--- src/rtl/hdlc_idle_pkg.sv ---
package hdlc_idle_pkg;
  localparam int unsigned OCTET_W      = 8;
  localparam logic [7:0]  FLAG_OCTET   = 8'h7E;
  localparam int unsigned MARK_RUN_DEF = 15;
  localparam int unsigned FLAG_RUN_DEF = 3;
endpackage

--- src/rtl/hdlc_ones_run.sv ---
module hdlc_ones_run #(
  parameter int unsigned MARK_RUN = 15,
  localparam int unsigned CW = $clog2(MARK_RUN + 1)
) (
  input  logic clk_i,
  input  logic rst_ni,
  input  logic bit_vld_i,
  input  logic bit_i,
  output logic mark_o
);
  logic [CW-1:0] cnt_q;

  always_ff @(posedge clk_i or negedge rst_ni) begin
    if (!rst_ni) begin
      cnt_q <= '0;
    end else if (bit_vld_i) begin
      if (!bit_i)                       cnt_q <= '0;
      else if (cnt_q != CW'(MARK_RUN))  cnt_q <= cnt_q + 1'b1;
    end
  end

  assign mark_o = (cnt_q == CW'(MARK_RUN));
endmodule

--- src/rtl/hdlc_flag_match.sv ---
module hdlc_flag_match #(
  parameter int unsigned     OCTET_W = 8,
  parameter logic [OCTET_W-1:0] PATTERN = 8'h7E
) (
  input  logic clk_i,
  input  logic rst_ni,
  input  logic bit_vld_i,
  input  logic bit_i,
  output logic hit_o
);
  logic [OCTET_W-1:0] win_q, win_d;

  assign win_d = {win_q[OCTET_W-2:0], bit_i};

  // all-ones preload: the pattern's zero bits must really arrive
  always_ff @(posedge clk_i or negedge rst_ni) begin
    if (!rst_ni)        win_q <= '1;
    else if (bit_vld_i) win_q <= win_d;
  end

  assign hit_o = bit_vld_i && (win_d == PATTERN);
endmodule

--- src/rtl/hdlc_flag_chain.sv ---
module hdlc_flag_chain #(
  parameter int unsigned OCTET_W  = 8,
  parameter int unsigned FLAG_RUN = 3,
  localparam int unsigned GW = $clog2(OCTET_W + 1),
  localparam int unsigned RW = $clog2(FLAG_RUN + 1)
) (
  input  logic clk_i,
  input  logic rst_ni,
  input  logic bit_vld_i,
  input  logic hit_i,
  output logic idle_o
);
  logic [GW-1:0] gap_q;
  logic [RW-1:0] run_q;
  logic          on_slot;

  // gap == OCTET_W means "no usable previous flag"
  assign on_slot = (gap_q == GW'(OCTET_W - 1));

  always_ff @(posedge clk_i or negedge rst_ni) begin
    if (!rst_ni) begin
      gap_q <= GW'(OCTET_W);
    end else if (bit_vld_i) begin
      if (hit_i)                        gap_q <= '0;
      else if (gap_q != GW'(OCTET_W))   gap_q <= gap_q + 1'b1;
    end
  end

  always_ff @(posedge clk_i or negedge rst_ni) begin
    if (!rst_ni) begin
      run_q <= '0;
    end else if (bit_vld_i) begin
      if (hit_i) begin
        if (!on_slot)                        run_q <= '0;
        else if (run_q != RW'(FLAG_RUN))     run_q <= run_q + 1'b1;
      end else if (on_slot) begin
        run_q <= '0;
      end
    end
  end

  assign idle_o = (run_q == RW'(FLAG_RUN));
endmodule

--- src/rtl/hdlc_idle_detect.sv ---
module hdlc_idle_detect
  import hdlc_idle_pkg::*;
#(
  parameter int unsigned MARK_RUN = MARK_RUN_DEF,
  parameter int unsigned FLAG_RUN = FLAG_RUN_DEF
) (
  input  logic clk_i,
  input  logic rst_ni,
  input  logic bit_vld_i,
  input  logic bit_i,
  output logic mark_idle_o,
  output logic flag_idle_o
);
  logic flag_hit;

  hdlc_ones_run #(.MARK_RUN(MARK_RUN)) u_ones (
    .clk_i(clk_i), .rst_ni(rst_ni), .bit_vld_i(bit_vld_i), .bit_i(bit_i),
    .mark_o(mark_idle_o)
  );

  hdlc_flag_match #(.OCTET_W(OCTET_W), .PATTERN(FLAG_OCTET)) u_match (
    .clk_i(clk_i), .rst_ni(rst_ni), .bit_vld_i(bit_vld_i), .bit_i(bit_i),
    .hit_o(flag_hit)
  );

  hdlc_flag_chain #(.OCTET_W(OCTET_W), .FLAG_RUN(FLAG_RUN)) u_chain (
    .clk_i(clk_i), .rst_ni(rst_ni), .bit_vld_i(bit_vld_i), .hit_i(flag_hit),
    .idle_o(flag_idle_o)
  );
endmodule

--- config.mk ---
export PLATFORM = sky130hd
export DESIGN_NAME = hdlc_idle_detect
export DESIGN_NICKNAME = d
export VERILOG_FILES = /design/src/rtl/hdlc_idle_pkg.sv /design/src/rtl/hdlc_ones_run.sv /design/src/rtl/hdlc_flag_match.sv /design/src/rtl/hdlc_flag_chain.sv /design/src/rtl/hdlc_idle_detect.sv
export SDC_FILE = /design/constraint.sdc
export NUM_CORES = 1
export LEC_CHECK = 0
export ABC_AREA = 0
export BUFFER_PORTS_ARGS = -buffer_cell sky130_fd_sc_hd__buf_2
export CAP_MARGIN = 20
export CORE_UTILIZATION = 25
export DETAILED_ROUTE_END_ITERATION = 10
export PLACE_DENSITY = 0.48
export SYNTH_ARGS = -nofsm -noshare
export SYNTH_HDL_FRONTEND = slang
export SYNTH_HIERARCHICAL = 1
export SYNTH_SLANG_ARGS = --single-unit
--- constraint.sdc ---
create_clock -name clk_i -period 2.7 [get_ports clk_i]
set_clock_uncertainty 0.05 [all_clocks]
set_input_delay 0.81 -clock clk_i [delete_from_list [all_inputs] [get_ports clk_i]]
set_output_delay 0.81 -clock clk_i [all_outputs]
set_load 0.01 [all_outputs]
==> flow_summary.yaml, run 1 <==
timing:
  tightest_slew_ps: 612.1
  rsz0062_at_grt: "false"
  fin_crit_sh_pct: 84.61
  max_slew_margin_pct: 58.85
  finalHoldViolCount: 0
  timing.hold.ws_ps: 375.7
  fmax_mhz: 437.7
  min_period_ps: 2284
  setup_viol: 0
  tns_ps: 0
  finalMaxSlewViolations: 0
routing:
  firstDrtPassIters: 4
  vias: 604
  drtAntennaViolNets: 0
  drt_wl_total_mm: 1.436
  wl_per_cell_um: 11.13
  via_per_inst: 4.682
  drtIter0Drc: 7
  drc_errors: 0
global_routing:
  met3_usage_pct: 1.103
  antenna_found_initial: 0
  grt_start_max_net_pins: 21
  grt_usage_pct: 8.186
  grt_pass1_wl_mm: 2.511
  grt_use_met2_pct: 13.60
  gr-usage-met1_pct: 9.827
  grt_pass1_vias: 607
  grt_overflow: 0
  top_usage_layer: "met2"
worst_setup_path:
  start_kind: "flop"
  path_max_fanout: 6
  cp.required_ps: 1840
  rr_worst_depth: 4
  endpoint_kind: "output pin"
  worstSetupPathType: "reg -> out"
  cp.arrival_ps: 1420
floorplan:
  num_io_pins: 6
  fp.dieH_um: 62.11
  start_util_pct: 26.65
  core_area_mm2: 0.003390
  rows: 21
  fp.dieW_um: 62.11
  fp.dieArea_mm2: 0.003858
min_path:
  min_path_type: "in -> async"
pwr:
  p_per_area_mw_per_mm2: 687.8
  max-vdd-ir-drop_uv: 258.2
  p_int_mw: 0.4788
  combPwrFrac_pct: 22.3
  clkPwrFrac_pct: 19.4
  seqPwrFrac_pct: 58.3
  p_leak_nw: 0.4077
  power_mw: 0.6858
  switching_share_pct: 30.19
  switchingPower_mw: 0.2070
clocking:
  holdBufCountCts: 0
  cts_buffers: 3
  cts-root-buf: "clkbuf_4"
  cts.path.max_buffers: 2
  clkTransAtPathRegs_ps: 100
  clock_latency_ps: 280
  cts_setup_buffers: 0
  cts_tree: "yes"
  clock-sinks: 17
  cts_resized: 0
  htree_num_levels: 1
place:
  hpwlAfterDp_mm: 1.064
  numPortBuffers: 5
  globalplace.congestion: 0.7889
yosys:
  synth_nets: 83
  ys_seq_area_share_pct: 48.20
  avgSynthCellArea_um2: 12.04
  synthCells: 75
  ys_types: 31
  ys.warnings.count: 6
  syn_area_um2: 903.4
  ys_seq_elements: 17
run_status:
  outcome: "finished, final reports clean"
job:
  drv_cap: 0
layout:
  synthToLayoutAreaGrowth_pct: 10.39
  final_net_count: 92
  final_util_pct: 29.42
  drive_gt1_share_pct: 38.55
  n_antenna_cell: 0
-- synthesized netlist by cell type, drive strengths merged --
cell / n / share of area (%)
and3: 2 / 1.4
nor3: 1 / 0.55
o21ai: 6 / 3.7
mux2i: 1 / 1.1
o31ai: 3 / 2.5
and2b: 1 / 1.1
dfstp: 8 / 23
nand3b: 1 / 0.83
inv: 4 / 1.7
ha: 4 / 5.5
a21oi: 3 / 2.1
a31oi: 2 / 1.4
dfrtp: 9 / 25
nand3: 2 / 1.1
mux2: 8 / 10
a22o: 2 / 1.9
and3b: 1 / 1.1
nor2: 1 / 0.42
nor2b: 2 / 1.4
a41oi: 1 / 0.97
buf: 2 / 2.5
nand2: 4 / 1.7
o2bb2ai: 2 / 1.9
a22oi: 1 / 0.83
nand4: 2 / 3.0
a311oi: 1 / 1.7
nor4: 1 / 1.4
-- cell usage in the layout (no fill, tap or decap), drive strengths merged, types with 3 or more instances in the layout --
master and n:
a21oi 3, dfrtp 9, clkbuf 4, o21ai 6, inv 4, dfstp 8
o31ai 3, mux2 8, nand2 4, ha 4, buf 6
-- layer usage --
| metal | vias to the layer above | wire, um |
|---|---|---|
| met2 | 5 | 711 |
| met5 | - | 0 |
| met4 | 0 | 13 |
| li1 | 301 | - |
| met1 | 296 | 687 |
| met3 | 2 | 23 |
-- final timing paths --
path | from | to | slack [ps]
max reg2reg | u_match/win_q[1] | u_chain/gap_q[0] | 840
min reg2reg | u_chain/run_q[1] | u_chain/run_q[1] | 480
max | u_ones/cnt_q[0] | mark_idle_o | 420
min in group clk_i | u_chain/run_q[1] | u_chain/run_q[1] | 480
min | rst_ni | u_ones/cnt_q[2] | 380
max in group asynchronous | rst_ni | u_match/win_q[4] | 1910
-- stage by stage --
step	setup slack [ps]	cells	area (um^2)
floorplan	604.8	75	903.4
global placement	499.4	125	970.9
detailed placement	470.2	125	970.9
CTS	405.7	129	997.2
global route	355.1	129	997.2
finish	415.6	129	997.2
-- layout make-up --
cell class              instances  area (um^2)
clock buffers                   4        26.28
fillers                       350         2392
inverters                       4        15.01
multi-input cells              52        430.4
flip-flops and latches         17        435.4
well taps                      46        57.56
repair buffers                  6        32.53
-- registers in the layout, indices dropped and copies added (netlist names) --
signal / cells
u_chain/run_q: 2
u_match/win_q: 7
u_chain/gap_q: 4
u_ones/cnt_q: 4
-- critical path: stages (launching register included) --
cell and delay, ps:
dfrtp_1 450, ha_1 210, and3_1 300, buf_2 180
-- cell families after synthesis --
logic type	synth area share, %
buffers and inverters	4.154
multiplexers	11.08
AO/OA/AOI/OAI	17.04
AND/OR/NAND/NOR	13.99
adder cells (fa/ha/maj)	5.540
flip-flops	48.20
-- power by group through the flow --
stage / sequential, mW / combinational (mW) / clock, mW
2_1_floorplan: 0.389 / 0.125 / 0
3_3_place_gp: 0.405 / 0.152 / 0
3_5_place_dp: 0.406 / 0.154 / 0
4_1_cts: 0.401 / 0.155 / 0.145
5_1_grt: 0.410 / 0.173 / 0.148
6_report: 0.400 / 0.153 / 0.133
No activity file was read; power rests on OpenSTA's default activity.
==> run 2, diff against run 1 <==
==> constraint.sdc (replaced) <==
create_clock -name clk_i -period 2.2 [get_ports clk_i]
set_clock_uncertainty 0.05 [all_clocks]
set_input_delay 0.66 -clock clk_i [delete_from_list [all_inputs] [get_ports clk_i]]
set_output_delay 0.66 -clock clk_i [all_outputs]
set_load 0.01 [all_outputs]
==> run 2 against run 1 <==
Net effect:
- clock power increased by 22%
- hold slack lost 140 ps
- combinational power up 25%
- total power increased by 24%
- wire length up 7.9%
- via count up 0.83%
- flip-flop and latch count unchanged
- die area is the same
- global-route usage rose by 1.2 points
- critical path depth did not move
- cell count increased by 0.78%
- core utilization is 0.26 points higher
- critical path type unchanged
- critical endpoint unchanged
==> flow_summary.yaml, run 2 (same netlist as run 1, synthesis figures left out) <==
clocking:
  cts_tree: "yes"
  htree_num_levels: 1
  cts_setup_buffers: 0
  clock-sinks: 17
  cts-root-buf: "clkbuf_4"
  cts_buffers: 3
  clkTransAtPathRegs_ps: 100
  clock_latency_ps: 280
  cts.path.max_buffers: 2
  holdBufCountCts: 0
timing:
  timing.hold.ws_ps: 231.7
  setup_viol: 0
  rsz0062_at_grt: "false"
  fmax_mhz: 473.1
  tightest_slew_ps: 381.5
  finalHoldViolCount: 0
  layout_setup_ws_ps: 86.13
  finalMaxSlewViolations: 0
  fin_crit_sh_pct: 96.08
  tns_ps: 0
  min_period_ps: 2114
  max_slew_margin_pct: 74.57
place:
  numPortBuffers: 5
  placedCellCount: 126
  globalplace.congestion: 0.7894
  place_area_um2: 978.4
  hpwlAfterDp_mm: 1.131
  post-place-ws_ps: 376.4
pwr:
  switching_share_pct: 30.55
  p_per_area_mw_per_mm2: 842.1
  max-vdd-ir-drop_uv: 288.6
  seqPwrFrac_pct: 58.3
  p_int_mw: 0.5883
  clkPwrFrac_pct: 19.2
  power_mw: 0.8471
  switchingPower_mw: 0.2588
  p_leak_nw: 0.4126
  combPwrFrac_pct: 22.5
layout:
  fin_cells: 130
  final_util_pct: 29.68
  top_register: "u_match/win_q"
  n_antenna_cell: 0
  drive_gt1_share_pct: 40.48
  fin_area_mm2: 0.001006
  reg_top3: "u_match/win_q (7), u_chain/gap_q (4), u_ones/cnt_q (4)"
  multi_input_area_um2: 431.7
  synthToLayoutAreaGrowth_pct: 11.36
  seqCellArea_um2: 435.4
  final_cell_mix: "9 x dfrtp_1, 8 x mux2_2, 8 x dfstp_2"
  n_fill_cell: 350
  layout_commonest_cell: "dfrtp_1"
  final_net_count: 93
  largest_reg_flops: 7
worst_setup_path:
  cp.required_ps: 1490
  endpoint_kind: "output pin"
  r2r_setup_slack_ps: 600
  timing.rr.end: "u_chain/gap_q[0]"
  cp.arrival_ps: 1400
  crit_end: "mark_idle_o"
  start_kind: "flop"
  worstSetupPathType: "reg -> out"
  reg2reg_from: "u_match/win_q[1]"
  rr_worst_depth: 5
  cp-startpoint: "u_ones/cnt_q[0]"
  path_max_fanout: 6
global_routing:
  grt_pass1_wl_mm: 2.863
  grt_start_max_net_pins: 21
  grt_overflow: 0
  grt_usage_pct: 9.436
  grt_pass1_vias: 663
  antenna_found_initial: 0
floorplan:
  start_util_pct: 26.65
  fp.dieArea_mm2: 0.003858
  core_area_mm2: 0.003390
  num_io_pins: 6
  fp.dieW_um: 62.11
  rows: 21
  fp.dieH_um: 62.11
min_path:
  min_path_type: "in -> async"
routing:
  drt_wl_total_mm: 1.549
  vias: 609
  firstDrtPassIters: 3
  drtAntennaViolNets: 0
  drtIter0Drc: 4
  drc_errors: 0
  wl_per_cell_um: 11.92
  via_per_inst: 4.685
job:
  drv_cap: 0
run_status:
  outcome: "finished, final reports clean"
## run 2: area by class of cell
class / instances / area share, %
tap: 46 / 5.721
timing repair buffer: 7 / 3.980
inverter: 4 / 1.493
clock buffer: 4 / 2.612
multi-input combinational: 52 / 42.91
sequential: 17 / 43.28
## run 2: critical path: stages (launching register included)
cell and delay [ps]:
dfrtp_1 450, ha_1 250, and3_2 270, buf_2 150
## run 2: metal layers
layer,GRT usage (%),wire length [um]
met1,11.09,750
met2,15.80,759
met3,2.206,26
met4,5.233,13
met5,0,0
## run 2: how the worst min path moves through the flow
stage | end | startpoint
5_1_grt | u_chain/run_q[0] | rst_ni
2_1_floorplan | u_chain/gap_q[0] | rst_ni
3_5_place_dp | u_chain/run_q[1] | u_chain/run_q[1]
4_1_cts | u_chain/gap_q[0] | rst_ni
6_report | u_chain/gap_q[2] | rst_ni
3_3_place_gp | u_chain/run_q[1] | u_chain/run_q[1]
## run 2: timing repair
item / in CTS / in global routing
resized for setup: 0 / 1
endpoints found under the setup margin: 0 / 1
endpoints found under the hold margin: 0 / 0
## run 2: power by group through the flow
| stage | Sequential, mW | Clock, mW | Combinational [mW] |
|---|---|---|---|
| 6_report | 0.494 | 0.162 | 0.191 |
| 5_1_grt | 0.510 | 0.193 | 0.216 |
| 4_1_cts | 0.497 | 0.175 | 0.194 |
| 3_5_place_dp | 0.502 | 0 | 0.193 |
| 3_3_place_gp | 0.499 | 0 | 0.189 |
| 2_1_floorplan | 0.478 | 0 | 0.153 |
